File: src/rtl/zc_width_view.sv
`timescale 1ns/1ps
module zc_width_view #(
   parameter int unsigned DATA_W = 32,
   parameter int unsigned LANE_W = 8,
   localparam int unsigned NUM_L = DATA_W / LANE_W,
   localparam int unsigned SEL_W = (NUM_L > 1) ? $clog2(NUM_L) : 1
) (
   input  logic [DATA_W-1:0] sample,
   input  logic [SEL_W-1:0]  wsel,
   output logic [DATA_W-1:0] masked,
   output logic              sign_bit,
   output logic              is_zero
);
   logic [NUM_L-1:0] lane_on;
   logic [NUM_L-1:0] lane_sign;
   logic [NUM_L-1:0] lane_nz;

   for (genvar k = 0; k < NUM_L; k++) begin : g_lane
      assign lane_on[k]   = (int'(wsel) >= k);
      assign masked[k*LANE_W +: LANE_W] = lane_on[k] ? sample[k*LANE_W +: LANE_W] : '0;
      assign lane_sign[k] = sample[k*LANE_W + LANE_W - 1];
      assign lane_nz[k]   = lane_on[k] & (|sample[k*LANE_W +: LANE_W]);
   end

   always_comb begin
      sign_bit = 1'b0;
      for (int k = 0; k < NUM_L; k++) begin
         if (int'(wsel) == k) sign_bit = lane_sign[k];
      end
   end

   assign is_zero = ~(|lane_nz);
endmodule

File: src/rtl/zc_chan_tracker.sv
`timescale 1ns/1ps
module zc_chan_tracker (
   input  logic clk,
   input  logic rst_n,
   input  logic enable,
   input  logic hit,
   input  logic sign_bit,
   input  logic is_zero,
   input  logic clr,
   output logic flag,
   output logic event_now
);
   logic prev_sign;

   assign event_now = hit & enable & ((sign_bit ^ prev_sign) | is_zero);

   always_ff @(posedge clk or negedge rst_n) begin
      if (!rst_n) begin
         prev_sign <= 1'b0;
      end else if (!enable) begin
         prev_sign <= 1'b0;
      end else if (hit) begin
         prev_sign <= sign_bit;
      end
   end

   // set has priority over a simultaneous clear
   always_ff @(posedge clk or negedge rst_n) begin
      if (!rst_n) begin
         flag <= 1'b0;
      end else if (event_now) begin
         flag <= 1'b1;
      end else if (clr) begin
         flag <= 1'b0;
      end
   end
endmodule

File: src/rtl/zc_out_stage.sv
`timescale 1ns/1ps
module zc_out_stage #(
   parameter int unsigned DATA_W = 32
) (
   input  logic              clk,
   input  logic              rst_n,
   input  logic              load,
   input  logic              mute,
   input  logic [DATA_W-1:0] masked,
   output logic [DATA_W-1:0] word_out,
   output logic              word_vld
);
   always_ff @(posedge clk or negedge rst_n) begin
      if (!rst_n) begin
         word_out <= '0;
         word_vld <= 1'b0;
      end else begin
         word_vld <= load;
         if (load) word_out <= mute ? '0 : masked;
      end
   end
endmodule

File: src/rtl/zc_mute_top.sv
`timescale 1ns/1ps
module zc_mute_top #(
   parameter int unsigned DATA_W = 32,
   parameter int unsigned LANE_W = 8,
   parameter int unsigned NUM_CH = 2,
   localparam int unsigned NUM_L = DATA_W / LANE_W,
   localparam int unsigned SEL_W = (NUM_L > 1) ? $clog2(NUM_L) : 1,
   localparam int unsigned CH_W  = (NUM_CH > 1) ? $clog2(NUM_CH) : 1
) (
   input  logic              clk,
   input  logic              rst_n,
   input  logic [NUM_CH-1:0] det_en,
   input  logic [NUM_CH-1:0] irq_en,
   input  logic              clr_wr,
   input  logic [NUM_CH-1:0] clr_mask,
   input  logic              load,
   input  logic [CH_W-1:0]   chan,
   input  logic [SEL_W-1:0]  width_sel,
   input  logic [DATA_W-1:0] sample_in,
   output logic [DATA_W-1:0] word_out,
   output logic              word_vld,
   output logic [NUM_CH-1:0] zc_flag,
   output logic [NUM_CH-1:0] irq
);
   if (DATA_W % LANE_W != 0) begin : g_bad_lane
      $error("DATA_W must be a multiple of LANE_W");
   end
   if (NUM_CH < 2) begin : g_bad_ch
      $error("NUM_CH must be at least 2");
   end

   logic [DATA_W-1:0] masked;
   logic              sign_bit;
   logic              is_zero;
   logic [NUM_CH-1:0] event_vec;
   logic              mute;

   zc_width_view #(.DATA_W(DATA_W), .LANE_W(LANE_W)) u_view (
      .sample   (sample_in),
      .wsel     (width_sel),
      .masked   (masked),
      .sign_bit (sign_bit),
      .is_zero  (is_zero)
   );

   for (genvar c = 0; c < NUM_CH; c++) begin : g_ch
      zc_chan_tracker u_trk (
         .clk       (clk),
         .rst_n     (rst_n),
         .enable    (det_en[c]),
         .hit       (load && (int'(chan) == c)),
         .sign_bit  (sign_bit),
         .is_zero   (is_zero),
         .clr       (clr_wr & clr_mask[c]),
         .flag      (zc_flag[c]),
         .event_now (event_vec[c])
      );
   end

   always_comb begin
      mute = 1'b0;
      for (int c = 0; c < NUM_CH; c++) begin
         if (int'(chan) == c) mute = zc_flag[c] | event_vec[c];
      end
   end

   zc_out_stage #(.DATA_W(DATA_W)) u_out (
      .clk      (clk),
      .rst_n    (rst_n),
      .load     (load),
      .mute     (mute),
      .masked   (masked),
      .word_out (word_out),
      .word_vld (word_vld)
   );

   assign irq = zc_flag & irq_en;
endmodule

File: config.mk
export PLATFORM = sky130hd
export DESIGN_NAME = zc_mute_top
export DESIGN_NICKNAME = d
export VERILOG_FILES = /design/src/rtl/zc_width_view.sv /design/src/rtl/zc_chan_tracker.sv /design/src/rtl/zc_out_stage.sv /design/src/rtl/zc_mute_top.sv
export SDC_FILE = /design/constraint.sdc
export NUM_CORES = 1
export LEC_CHECK = 0
export BUFFER_PORTS_ARGS = -buffer_cell sky130_fd_sc_hd__buf_4
export CAP_MARGIN = 5
export CORE_MARGIN = 3
export CORE_UTILIZATION = 45
export DETAILED_ROUTE_END_ITERATION = 10
export PLACE_DENSITY = 0.75
export SYNTH_ARGS = -nofsm -noshare
export SYNTH_HDL_FRONTEND = slang
export SYNTH_HIERARCHICAL = 1
export SYNTH_SLANG_ARGS = --single-unit
export TNS_END_PERCENT = 5
File: constraint.sdc
create_clock -name clk -period 1.9 [get_ports clk]
set_clock_uncertainty 0.05 [all_clocks]
set_input_delay 0.19 -clock clk [delete_from_list [all_inputs] [get_ports clk]]
set_output_delay 0.19 -clock clk [all_outputs]
set_load 0.05 [all_outputs]
==> results of run 1 <==
critical path, cell delays in order:
cell and delay [ns]:
buf_4 0.12, nor4_2 0.30, nand2_1 0.16, a2111oi_4 0.37, inv_1 0.08, a21oi_1 0.14, nor2_1 0.07, a21oi_2 0.17
buf_4 0.19, nand3b_1 0.12, o21ai_1 0.06
worst paths after layout:
path	start	endpoint	slack, ns
setup / recovery	sample_in[2]	u_out/word_out[28]	0.03
hold / removal	det_en[0]	g_ch[0].u_trk/prev_sign	0.11
setup reg to reg	g_ch[1].u_trk/prev_sign	u_out/word_out[28]	0.40
hold reg to reg	u_out/word_out[11]	u_out/word_out[11]	0.46
max in group asynchronous	rst_n	u_out/word_out[31]	1.11
min in group asynchronous	rst_n	u_out/word_vld	0.35
where the power goes:
group	switching, mW	total (mW)	internal (mW)
sequential	0.0450	0.904	0.859
combinational	0.464	0.753	0.288
clock	0.250	0.537	0.287
total	0.759	2.19	1.43
kinds of logic after synthesis:
family | synth area share, %
mux | 2.07
flops | 45.1
simple gates | 27.5
buf+inv | 14.0
xor+xnor | 0.853
compound gates | 10.5
flip-flops by register name, summed over array words and instances (netlist names):
| signal | count |
|---|---|
| u_out/word_vld | 1 |
| g_ch.u_trk/flag | 2 |
| u_out/word_out | 32 |
| g_ch.u_trk/prev_sign | 2 |
final cells by class:
| cell class | count | area [sq um] | area share [%] |
|---|---|---|---|
| tap | 50 | 62.6 | 2.20 |
| sequential | 37 | 926 | 32.5 |
| inverter | 34 | 128 | 4.48 |
| timing repair buffer | 99 | 746 | 26.2 |
| multi-input combinational | 129 | 898 | 31.6 |
| clock buffer | 7 | 86.3 | 3.03 |
per-layer routing:
layer	global-route usage [%]	part of all wire, %	vias up	wire [um]
met1	25.5	44	818	2170
met2	28.3	48	50	2400
met5	0	0	-	0
met3	4.79	7.0	5	347
met4	6.64	1.0	0	52
li1	-	-	892	-
what timing repair did:
action	4_1_cts	5_1_grt
hold buffers	1	0
resized for setup	0	6
endpoints found under the setup margin	0	32
endpoints found under the hold margin	37	0
placed cells by master (no fill, tap or decap):
cell type	n
a2111oi_4	1
a21oi_1	3
a21oi_2	2
and2_1	11
and2_2	2
and3_1	8
buf_4	98
clkbuf_1	1
clkbuf_8	6
dfrtp_1	37
dlygate4sd3_1	1
inv_1	34
mux2i_1	2
mux4_2	1
nand2_1	5
nand2b_1	2
nand3_1	2
nand3b_1	32
nor2_1	2
nor2b_1	11
nor3_1	1
nor4_1	3
nor4_2	3
nor4_4	2
o211ai_1	2
o21ai_1	32
xnor2_1	1
xnor2_2	1
stage by stage:
| stage | utilization [%] | std cells |
|---|---|---|
| after global placement | 64.4 | 348 |
| final | 67.7 | 356 |
| after global routing | 67.7 | 356 |
| after detailed placement | 64.4 | 348 |
| after CTS | 66.6 | 356 |
| after floorplan | - | 221 |
==> summary.md, run 1 <==
| Metric | Value |
|---|---|
| Status | `complete, no violations` |
| CP Capture Type | `register` |
| Via Count | `around 1,800` |
| Routed wire length | `4.97 mm` |
| Crit-path max FO | `12` |
| Layout Nets | `between 300 and 400` |
| I/O Buffers | `between 80 and 90` |
| CTS tree | `yes` |
| Final antenna-violating net count | `0` |
| Relative slew slack | `68.7%` |
| Reg clk slew, reported paths | `~0.070 ns` |
| Residual DRC | `0` |
| GR Overflow Total | `0` |
| Skew-Pair Late Insertion Delay | `around 0.29 ns` |
| Filler cells | `between 300 and 400` |
| PnR worst setup slack | `just over 0.03 ns` |
| Routed vias/inst | `just under 5` |
| Max-cap violations | `0` |
| CTS buffer count | `5` |
| Vias in the first global route | `about 1,600` |
| Area growth syn-to-layout | `38.6%` |
| DRT iter0 DRCs | `84` |
| # H-tree levels | `2` |
| CP Class | `primary input to register` |
| Die X-Extent | `between 70 and 80 um` |
| FF+latch count, synth | `37` |
| Required time at the worst-slack endpoint | `between 2 and 2.5 ns` |
| Fin. max-slew vios | `0` |
| Core area | `4200 sq um` |
| Minimum clock period | `approximately 1.9 ns` |
| Critical Path Source Type | `primary input` |
| Power after layout | `2.19 mW` |
| Routability congestion estimate | `roughly 0.77` |
| Global-route usage over all layers | `approximately 19%` |
| Layout cell share with drive strength beyond 1 | `37.9%` |
| Setup TNS | `0 ns` |
| CTS root buf | `clkbuf_8` |
| EDFF count, synth | `0` |
| First-pass GRT wire length | `between 7 and 8 mm` |
| Final hold slack | `about 0.11 ns` |
| Total nets after synthesis | `~270` |
| Asr flop ratio synth | `100%` |
| Peak VDD IR | `419 uV` |
| Post-route cell area | `approximately 2800 sq um` |
| Die Y | `approximately 74 um` |
| Upper clock frequency limit | `between 500 and 600 MHz` |
| Syn Area/Cell | `between 9 and 10 sq um` |
| Leakage | `about 1.3 nW` |
| Synth cell count leaders | `37 x dfrtp_1, 34 x inv_1, 32 x nand3b_1, 32 x o21ai_1` |
| Type of the worst min-delay path | `primary input to register` |
| Synth warn | `6` |
| Most common cell in the netlist | `dfrtp_1` |
| Postcts setup bufs | `0` |
| Power Density | `approximately 770 nW/um^2` |
| Synth unique cells | `25` |
| Antenna violations before repair | `0` |
| CTS max path bufs | `2` |
| Sequential element share of the synthesized area | `45.1%` |
| Synthesized area | `between 2000 and 2500 sq um` |
| Period Utilization, post-route | `about 98%` |
| Synth area leader | `dfrtp_1` |
| DP Wirelength | `approximately 3.7 mm` |
| Num Clock Sinks | `37` |
| Fin. Hold Viols | `0` |
| Initial DRT Pass Iterations | `4` |
| Row cnt | `23` |
| Largest net degree at the start of global routing | `38` |
| Dpl cell area | `around 2700 sq um` |
| Synth area leaders | `dfrtp_1 45%, nand3b_1 12%, o21ai_1 7.8%, inv_1 6.2%, buf_4 3.7%` |
| Pre-CTS setup slack | `-0.279 ns` |
| Synth Flop Type | `dfrtp_1` |
| Die area | `5410 sq um` |
| Critical Path AT | `between 1.5 and 2 ns` |
| I/O Pins | `just over 80` |
| ANT cells | `0` |
| Share of the synthesized area in the top cell type | `about 45%` |
| Avg WL per Cell | `approximately 14 um` |
| Synth Instances | `between 200 and 250` |
| Worst slew pin tran | `around 0.47 ns` |
| Reg2Reg Depth | `7` |
| Final setup viols | `0` |
| Hold path cells | `2` |
| RSZ-0062 raised after global routing | `true` |
| Initial Utilization | `48.9%` |
Power figures use the tool's default switching activity.
==> run 2, diff against run 1 <==
- ABC_AREA: not set -> 1
==> summary.md, run 2 <==
| Metric | Value |
|---|---|
| Status | `complete, no violations` |
| Routability congestion estimate | `just under 0.8` |
| Residual DRC | `0` |
| Number of flip-flops under the largest register name | `32` |
| Syn Area/Cell | `about 7.3 sq um` |
| CTS max path bufs | `2` |
| ANT cells | `0` |
| Final setup viols | `0` |
| Sequential element share of the synthesized area | `44.2%` |
| DP Wirelength | `~3.6 mm` |
| Synth cell count leaders | `89 x nand2_1, 44 x inv_1, 37 x dfrtp_1` |
| Die area | `roughly 5500 sq um` |
| I/O Buffers | `between 80 and 90` |
| Pre-CTS setup slack | `just under 0.06 ns` |
| Synth area leaders | `dfrtp_1 44%, nand2_1 16%, nand3_1 8.4%, inv_1 7.9%, nor2_1 6.1%` |
| Register area | `between 900 and 1000 sq um` |
| Max-cap violations | `0` |
| Final antenna-violating net count | `0` |
| Reg2reg end | `u_out/word_out[2]` |
| Vias in the first global route | `between 1,500 and 2,000` |
| Crit-path max FO | `28` |
| Critical Path AT | `approximately 1.7 ns` |
| Setup TNS | `0 ns` |
| Avg WL per Cell | `approximately 12 um` |
| Layout Cells excl Fill | `414` |
| Worst slew pin tran | `a little under 0.5 ns` |
| Gate power share | `around a third` |
| Clk pwr share | `23.2%` |
| Upper clock frequency limit | `around 640 MHz` |
| Most common cell in the netlist | `nand2_1` |
| Post-CTS Hold Buffers | `1` |
| Synth Instances | `between 200 and 300` |
| Critical Path Source Type | `primary input` |
| DRT iter0 DRCs | `between 100 and 150` |
| CTS tree | `yes` |
| Asr flop ratio synth | `100%` |
| Via Count | `roughly 1,900` |
| CTS buffer count | `5` |
| I/O Pins | `82` |
| Internal power | `between 1 and 1.5 mW` |
| Minimum clock period | `~1.6 ns` |
| Synth warn | `6` |
| Setup slack, reg-to-reg | `around 0.45 ns` |
| # H-tree levels | `2` |
| Initial DRT Pass Iterations | `6` |
| CTS root buf | `clkbuf_8` |
| Share of the synthesized area in the top cell type | `between 40% and 50%` |
| Fin. Hold Viols | `0` |
| Period Utilization, post-route | `82.7%` |
| Skew-Pair Late Insertion Delay | `0.28 ns` |
| Synth Flop Type | `dfrtp_1` |
| Top reg by flops | `u_out/word_out` |
| Synth area leader | `dfrtp_1` |
| RSZ-0062 raised after global routing | `false` |
| Power after layout | `around 2.2 mW` |
| Power Density | `roughly 800 nW/um^2` |
| GR Overflow Total | `0` |
| Sw Ratio | `37.3%` |
| Antenna violations before repair | `0` |
| Die X-Extent | `74.2 um` |
| Relative slew slack | `68.0%` |
| Type of the worst min-delay path | `primary input to register` |
| Crit path capture | `u_out/word_out[2]` |
| Sequential share of power | `a little over two fifths` |
| Synth unique cells | `19` |
| Peak VDD IR | `~340 uV` |
| CP Capture Type | `register` |
| Routed vias/inst | `between 4 and 5` |
| CP Class | `primary input to register` |
| Commonest non-fill, non-tap cell in the layout | `nand2_1` |
| Biggest regs | `u_out/word_out x32, g_ch.u_trk/flag x2, g_ch.u_trk/prev_sign x2` |
| Postcts setup bufs | `0` |
| Commonest non-fill, non-tap cells in the layout | `89 x nand2_1, 86 x buf_4, 44 x inv_1` |
| First-pass GRT wire length | `slightly below 8 mm` |
| PnR worst setup slack | `between 0.3 and 0.4 ns` |
| Crit path from | `width_sel[1]` |
| Initial Utilization | `a little under half` |
| Leakage | `around 1.7 nW` |
| Filler cells | `between 400 and 500` |
| Area growth syn-to-layout | `30.0%` |
| Core area | `4410 sq um` |
| Total nets after synthesis | `about 330` |
| Layout cell share with drive strength beyond 1 | `between 30% and 40%` |
| Synthesized area | `~2100 sq um` |
| Routed wire length | `between 4 and 5 mm` |
| Row cnt | `24` |
| Largest net degree at the start of global routing | `38` |
| Reg2Reg Depth | `11` |
| Dpl cells | `between 400 and 500` |
| Num Clock Sinks | `37` |
| Multi-input logic area | `approximately 800 sq um` |
| Global-route usage over all layers | `between 15 and 20%` |
| Post-cts resize count | `0` |
| Die Y | `74.2 um` |
| EDFF count, synth | `0` |
| Reg clk slew, reported paths | `around 0.070 ns` |
| Layout Nets | `roughly 400` |
| NetSw | `a little over 0.8 mW` |
| Required time at the worst-slack endpoint | `just over 2 ns` |
| Critical R2R Launch | `g_ch[0].u_trk/prev_sign` |
| Fin. max-slew vios | `0` |
| FF+latch count, synth | `37` |
==> run 2: worst min-delay path by stage <==
stage,slack (ns),cells after the start,endpoint,start
finish,0.09,3,u_out/word_out[0],sample_in[0]
global route,0.09,3,u_out/word_out[5],sample_in[5]
CTS,0.08,3,u_out/word_out[5],sample_in[5]
detailed placement,0.14,1,u_out/word_out[4],rst_n
global placement,0.13,1,u_out/word_out[1],rst_n
floorplan,-0.16,0,g_ch[0].u_trk/flag,rst_n
==> run 2: routing by layer <==
layer | GRT usage [%] | wire (um) | vias to the layer above | share of wire (%)
met5 | 0 | 0 | - | 0
met4 | 4.35 | 57 | 0 | 1.2
met3 | 6.49 | 432 | 6 | 8.9
met2 | 32.8 | 2300 | 57 | 47
met1 | 21.0 | 2060 | 864 | 42
li1 | - | - | 998 | -
==> run 2: cells by family after synthesis <==
| logic type | count (synthesis) | share of synthesized area, % |
|---|---|---|
| buffers and inverters | 67 | 17.8 |
| flip-flops | 37 | 44.2 |
| AND/OR/NAND/NOR | 173 | 35.1 |
| AO/OA/AOI/OAI | 10 | 2.87 |
==> run 2: stage by stage <==
| step | hold slack [ns] | utilization (%) | instance area (sq um) |
|---|---|---|---|
| floorplan | -0.156 | - | 2090 |
| global route | 0.0860 | 61.7 | 2720 |
| detailed placement | 0.140 | 59.8 | 2640 |
| finish | 0.0874 | 61.7 | 2720 |
| global placement | 0.131 | 59.8 | 2640 |
| CTS | 0.0797 | 61.7 | 2720 |
==> run 2: worst max-delay path, cell delays in order <==
cell and delay [ns]:
buf_4 0.14, inv_1 0.08, nand2_2 0.06, inv_2 0.05
nand2_1 0.05, o2111ai_1 0.13, inv_1 0.12, nand2_1 0.08
nand3_1 0.07, nand2_1 0.10, inv_1 0.05, o21bai_1 0.11
nand2_1 0.06, inv_1 0.11, buf_12 0.18, nand3_1 0.09
nand2_1 0.07
==> run 2: cell type report <==
| type | instances | share of cell area, % |
|---|---|---|
| inverters | 48 | 6.89 |
| repair buffers | 88 | 24.8 |
| clock inverters | 1 | 0.184 |
| flip-flops and latches | 37 | 34.0 |
| multi-input cells | 183 | 29.2 |
| well taps | 52 | 2.39 |
| clock buffers | 5 | 2.53 |
==> run 2: power by group through the flow <==
stage	logic, mW	registers (mW)	clock network [mW]
final	0.748	0.913	0.501
after global routing	0.804	0.924	0.549
after global placement	0.743	0.929	0
after CTS	0.755	0.914	0.522
after detailed placement	0.752	0.929	0
after floorplan	0.233	1.19	0
